`src/rtl/arb_pkg.sv`:
```
package arb_pkg;
  typedef enum logic {
    REQ_IRQ = 1'b0,
    REQ_DMA = 1'b1
  } req_kind_e;
endpackage

```
`src/rtl/arb_req_reg.sv`:
```
module arb_req_reg
  import arb_pkg::*;
(
  input  logic      clk_i,
  input  logic      rst_ni,
  input  logic      req_i,
  input  req_kind_e kind_i,
  input  logic      clr_i,
  output logic      pend_o,
  output req_kind_e kind_o
);
  logic      pend_q;
  req_kind_e kind_q;

  // a new request on the clear cycle is taken
  always_ff @(posedge clk_i or negedge rst_ni) begin
    if (!rst_ni) begin
      pend_q <= 1'b0;
      kind_q <= REQ_IRQ;
    end else if (req_i && (!pend_q || clr_i)) begin
      pend_q <= 1'b1;
      kind_q <= kind_i;
    end else if (clr_i) begin
      pend_q <= 1'b0;
    end
  end

  assign pend_o = pend_q;
  assign kind_o = kind_q;

  p_type_held_r3: assert property (@(posedge clk_i) disable iff (!rst_ni)
    (pend_q && !clr_i) |=> (pend_q && $stable(kind_q)));

  p_clear_r9: assert property (@(posedge clk_i) disable iff (!rst_ni)
    (clr_i && !req_i) |=> !pend_q);
endmodule

```
`src/rtl/arb_bit_pick.sv`:
```
module arb_bit_pick #(
  parameter int ADDR_W = 8,
  localparam int IDX_W = (ADDR_W > 1) ? $clog2(ADDR_W) : 1
) (
  input  logic [ADDR_W-1:0] chan_i,
  input  logic [IDX_W-1:0]  sel_i,
  output logic              bit_o
);
  logic [ADDR_W-1:0] msb_first;

  // index 0 picks the MSB
  for (genvar g = 0; g < ADDR_W; g++) begin : g_rev
    assign msb_first[g] = chan_i[ADDR_W-1-g];
  end

  if (ADDR_W == (1 << IDX_W)) begin : g_full
    assign bit_o = msb_first[sel_i];
  end else begin : g_guard
    always_comb begin
      bit_o = 1'b0;
      if (int'(sel_i) < ADDR_W) bit_o = msb_first[sel_i];
    end
  end
endmodule

```
`src/rtl/arb_contend.sv`:
```
module arb_contend
  import arb_pkg::*;
(
  input  logic      clk_i,
  input  logic      rst_ni,
  input  logic      sync_i,
  input  logic      pend_i,
  input  req_kind_e kind_i,
  input  logic      addr_bit_i,
  input  logic      last_i,
  input  logic      ida_bus_i,
  output logic      ida_o,
  output logic      ack_o
);
  logic sync_q, cont_q, ack_q;
  logic first, cont_now, present, lose, win_last;

  assign first    = sync_i && !sync_q;
  assign cont_now = first ? pend_i : cont_q;
  // type step: interrupt presents the dominant value
  assign present  = first ? (kind_i == REQ_IRQ) : !addr_bit_i;
  assign ida_o    = sync_i && cont_now && present;
  assign lose     = sync_i && cont_now && !present && ida_bus_i;
  assign win_last = sync_i && !first && last_i && cont_now && !lose;

  always_ff @(posedge clk_i or negedge rst_ni) begin
    if (!rst_ni) begin
      sync_q <= 1'b0;
      cont_q <= 1'b0;
      ack_q  <= 1'b0;
    end else begin
      sync_q <= sync_i;
      cont_q <= sync_i && cont_now && !lose && !win_last;
      ack_q  <= win_last;
    end
  end

  assign ack_o = ack_q;

  p_idle_quiet_r4: assert property (@(posedge clk_i) disable iff (!rst_ni)
    !sync_i |-> !ida_o);

  p_lost_quiet_r7: assert property (@(posedge clk_i) disable iff (!rst_ni)
    (sync_i && lose) |=> !ida_o);

  p_ack_pulse_r8: assert property (@(posedge clk_i) disable iff (!rst_ni)
    ack_o |=> !ack_o);

  p_ack_pending_r8: assert property (@(posedge clk_i) disable iff (!rst_ni)
    ack_o |-> pend_i);
endmodule

```
`src/rtl/arb_node.sv`:
```
module arb_node
  import arb_pkg::*;
#(
  parameter int ADDR_W = 8,
  localparam int IDX_W = (ADDR_W > 1) ? $clog2(ADDR_W) : 1
) (
  input  logic              clk_i,
  input  logic              rst_ni,
  input  logic [ADDR_W-1:0] chan_i,
  input  logic              req_i,
  input  logic              req_dma_i,
  input  logic              sync_i,
  input  logic [IDX_W-1:0]  bit_sel_i,
  input  logic              ida_bus_i,
  output logic              irq_o,
  output logic              dma_o,
  output logic              ida_o,
  output logic              ack_o
);
  localparam logic [IDX_W-1:0] LAST_SEL = IDX_W'(ADDR_W - 1);

  logic      pend, addr_bit, ack;
  req_kind_e kind;

  arb_req_reg i_req (
    .clk_i  (clk_i),
    .rst_ni (rst_ni),
    .req_i  (req_i),
    .kind_i (req_dma_i ? REQ_DMA : REQ_IRQ),
    .clr_i  (ack),
    .pend_o (pend),
    .kind_o (kind)
  );

  arb_bit_pick #(.ADDR_W(ADDR_W)) i_pick (
    .chan_i (chan_i),
    .sel_i  (bit_sel_i),
    .bit_o  (addr_bit)
  );

  arb_contend i_cont (
    .clk_i      (clk_i),
    .rst_ni     (rst_ni),
    .sync_i     (sync_i),
    .pend_i     (pend),
    .kind_i     (kind),
    .addr_bit_i (addr_bit),
    .last_i     (bit_sel_i == LAST_SEL),
    .ida_bus_i  (ida_bus_i),
    .ida_o      (ida_o),
    .ack_o      (ack)
  );

  assign irq_o = pend;
  assign dma_o = pend && (kind == REQ_DMA);
  assign ack_o = ack;

  p_req_raise_r2: assert property (@(posedge clk_i) disable iff (!rst_ni)
    (req_i && !irq_o) |=> irq_o);

  p_ack_release_r9: assert property (@(posedge clk_i) disable iff (!rst_ni)
    (ack_o && !req_i) |=> (!irq_o && !dma_o));
endmodule

```
`config.mk`:
```
export PLATFORM = sky130hd
export DESIGN_NAME = arb_node
export DESIGN_NICKNAME = d
export VERILOG_FILES = /design/src/rtl/arb_pkg.sv /design/src/rtl/arb_req_reg.sv /design/src/rtl/arb_bit_pick.sv /design/src/rtl/arb_contend.sv /design/src/rtl/arb_node.sv
export SDC_FILE = /design/constraint.sdc
export NUM_CORES = 1
export LEC_CHECK = 0
export ABC_CLOCK_PERIOD_IN_PS = 3300
export BUFFER_PORTS_ARGS = -buffer_cell sky130_fd_sc_hd__buf_2
export CORE_AREA = 2 2 39 41
export CTS_CLUSTER_DIAMETER = 60
export DETAILED_ROUTE_END_ITERATION = 8
export DIE_AREA = 0 0 41 43
export GPL_TIMING_DRIVEN = 0
export PLACE_DENSITY_LB_ADDON = 0.15
export SKIP_CTS_REPAIR_TIMING = 1
export SLEW_MARGIN = 20
export SYNTH_ARGS = -nofsm -noshare
export SYNTH_HDL_FRONTEND = slang
export SYNTH_SLANG_ARGS = --single-unit
export TNS_END_PERCENT = 50
```
`constraint.sdc`:
```
create_clock -name clk_i -period 3.3 [get_ports clk_i]
set_input_delay 0.33 -clock clk_i [delete_from_list [all_inputs] [get_ports clk_i]]
set_output_delay 0.33 -clock clk_i [all_outputs]
set_load 0.005 [all_outputs]
```
==> impl.org <==
** Worst setup path
- Number of buffer and inverter instances along the worst setup path :: 2
- The largest individual stage delay along the critical path comes from the cell mux4_1.
- Top Family by Delay on Critical Path :: multiplexers
- Critical path cell sequence :: buf_2 -> mux4_1 -> mux2_4 -> a21oi_1 -> buf_2
- On the worst path, the slowest cell contributes a delay of 0.54 ns.
- CP arrival :: 1.53 ns
- Endpoint type of the worst setup path :: primary output
- Data required time at the worst endpoint :: 2.97 ns
- The worst setup path is launched from an input pin.
- Most Frequent Cell on Critical Path :: buf_2
- Largest driver fanout on the critical path :: 3
- Class of the most critical setup path :: in2out
- Worst reg-to-reg setup slack :: 2.27 ns

** Clocking
- Cell chosen for the clock root :: clkbuf_4
- Num CTS Buffers :: 3
- Clock-pin slew was measured on the worst setup and hold paths at about 0.04 ns.
- Clock latency on the worst-skew pair, taken at its later pin, is about 0.24 ns.
- Depth of the CTS H-tree :: 1
- Maximum clock path buffer count :: 2
- The clock net in this run drives a total of 5 sinks.
- CTS tree :: yes

** Placement
- In this run the cell area measured after placement is 423 um2.
- OpenSTA, run right after detailed placement, puts the worst setup slack at about 1.4 ns.
- The count of buffers added on input and output ports is 20.
- GP Congestion :: 0.694

** Synth
- Counting flops with a built-in enable in the synthesized netlist gives 0.
- Syn avg cell area :: 12.6 um2
- Counting instances in the post-synthesis netlist gives the leading cell types as dfrtp_1 (5), nand2b_1 (3), a21oi_1 (2), mux4_1 (2), nand4_1 (2).
- Most common cell in the netlist :: dfrtp_1
- Counting flops with an async set or reset pin after synthesis yields a share of 100%.
- Commonest register cell after synthesis :: dfrtp_1
- Total nets after synthesis :: 41
- The synthesized design spends more area on one cell type than any other, namely dfrtp_1.
- The synthesized design contains 5 register bits.
- Cell area after technology mapping :: 303 um2
- Sequential fraction of the synthesis area :: 41.3%
- Counting every instance in the synthesized netlist gives 24.
- Area fraction of the dominant cell type after synthesis :: 41.3%
- Yosys warning total :: 0
- After synthesis, the cell types taking the most area are dfrtp_1 (41%), mux4_1 (17%), nand2b_1 (6.2%).
- The number of different library cells used by synthesis comes to 15.

** Pwr
- Across the VDD grid, the largest voltage drop is ~91 uV.
- For this design the ratio of total power to cell area is approximately 410 nW/um2.
- Summed over all cells, the static leakage comes to 0.000224 uW.

** Min path
- Class of the tightest hold or removal check :: in2reg

** Routing
- Total met2 wirelength after detailed routing :: just over 400 um
- In the detailed route, the total length drawn on met3 is 61 um.
- After detailed routing, the average wire length per cell comes to 11.3 um.
- For this run, design rule violations remaining after detail routing come to 0.
- In the routed layout, each cell is associated on average with a via count of approximately 4.7.
- Highest metal layer used by the detailed router :: met4
- The first routing iteration left 0 violations.
- Detailed-route via count :: 303
- The detailed router put a total of 220 um of wire on met1.
- Antenna Nets Post-Route :: 0
- Routed WL :: 732 um
- For this run, the detailed router's first-pass iteration total came to 1.

** Timing
- Tightest Pin Transition :: 0.165 ns
- Worst clock skew on the final layout :: 0.00271 ns
- In the final timing run, aggregate negative setup slack is 0 ns.
- Headroom to the max-slew limit came out at 88.9%.
- The final hold violation count came to 0.
- Setup violations remaining at the end of the flow were counted as 0.
- In the finished design, the share of the clock period the worst path needs comes to 56.3%.
- Timing-limited maximum frequency :: 538 MHz
- Setup repair after global routing missed its margin :: false
- Pins Over Slew Limit :: 0
- The smallest clock period supported by the final layout is computed as 1.86 ns.
- Setup slack on the critical path of the routed design comes to 1.44 ns.

** Layout
- Fraction of layout cells with a size suffix above 1 :: 55.1%
- The repair_antennas step left the layout with diodes totalling 0.
- Post-route standard cell area excluding fillers :: between 400 and 500 um2
- The area growth from synthesis to layout is 51.7%.
- Nets :: 67

** Global route
- Number of antenna violations at the first check in global routing :: 0
- The first global-routing pass estimated roughly 1.2 mm of wire.
- Pin count of the biggest net entering global routing :: 7
- Number of global-route vias before repair :: about 320
- Final global-route overflow total :: 0
- Across every metal layer, demand over resource in global routing totals 11.7%.

** Floorplan
- Measured along the y axis, the die boundary spans approximately 43 um.
- The initial utilization of the core area, before any placement, comes to 21.9%.
- In this run the standard cell core region covers 1380 um2.
- Pin placement for this block handled 21 I/O pins.
- Die outline area :: 1760 um2
- Die width :: just over 40 um
- Num rows :: 14

** Run status
- Status :: complete, no violations

** Run
- The tool flagged a number of max-cap violations equal to 0.
## stage by stage
stage | util [%] | hold WS, ns | power, uW | std cells
after detailed placement | 30.6 | 0.149 | 121 | 60
final | 33.2 | 0.273 | 189 | 65
after floorplan | - | 0.0344 | 98.1 | 24
after global placement | 30.6 | 0.146 | 120 | 60
after CTS | 32.5 | -0.111 | 193 | 64
after global routing | 33.2 | 0.265 | 205 | 65
## path summary, 6_finish.rpt
kind | start | cells past startpoint | end
setup reg to reg | i_cont.sync_q | 3 | i_cont.cont_q
min in group asynchronous | rst_ni | 2 | i_cont.sync_q
hold / removal | sync_i | 1 | i_cont.sync_q
hold reg to reg | i_cont.ack_o | 2 | i_req.pend_o
setup / recovery | bit_sel_i[0] | 5 | ida_o
max in group asynchronous | rst_ni | 2 | i_cont.ack_o
## flip-flops by register name, summed over array words and instances (netlist names)
register	flops
i_req.pend_o	1
i_cont.sync_q	1
i_cont.cont_q	1
i_cont.ack_o	1
i_req.kind_o	1
## routing by layer
layer | up-vias | GRT usage (%)
met1 | 135 | 7.62
li1 | 146 | -
met4 | 0 | 16.0
met2 | 18 | 19.4
met5 | - | 0
met3 | 4 | 3.14
## cell families (layout without fill, tap and decap cells)
group	Yosys count	count (layout)	share of synthesized area, %
simple gates	8	8	16.5
flops	5	5	41.3
compound gates	6	6	14.9
buf+inv	1	26	1.24
mux	4	4	26.0
## cell usage in the layout, fill, tap and decap left out
| cell type | Yosys | layout |
|---|---|---|
| a211oi_2 | 1 | 1 |
| a21oi_1 | 2 | 2 |
| a31o_2 | 1 | 1 |
| a31oi_1 | 1 | 1 |
| and2_1 | 1 | 1 |
| buf_2 | 0 | 20 |
| clkbuf_1 | 0 | 1 |
| clkbuf_4 | 0 | 3 |
| dfrtp_1 | 5 | 5 |
| dlygate4sd3_1 | 0 | 1 |
| inv_1 | 1 | 1 |
| mux2_2 | 1 | 1 |
| mux2_4 | 1 | 1 |
| mux4_1 | 2 | 2 |
| nand2_1 | 1 | 1 |
| nand2b_1 | 3 | 3 |
| nand4_1 | 2 | 2 |
| nand4b_1 | 1 | 1 |
| o211ai_1 | 1 | 1 |
## final cells by class
class | instances | area (um2)
tap | 16 | 20.0
timing repair buffer | 21 | 110
fill | 154 | 925
multi-input combinational | 18 | 174
clock buffer | 4 | 26.3
inverter | 1 | 3.75
sequential | 5 | 125
## report_power, final
part,switching (uW),internal (uW)
sequential,4.98,67.8
combinational,19.6,28.1
clock,23.0,45.6
Power figures use the tool's default switching activity.
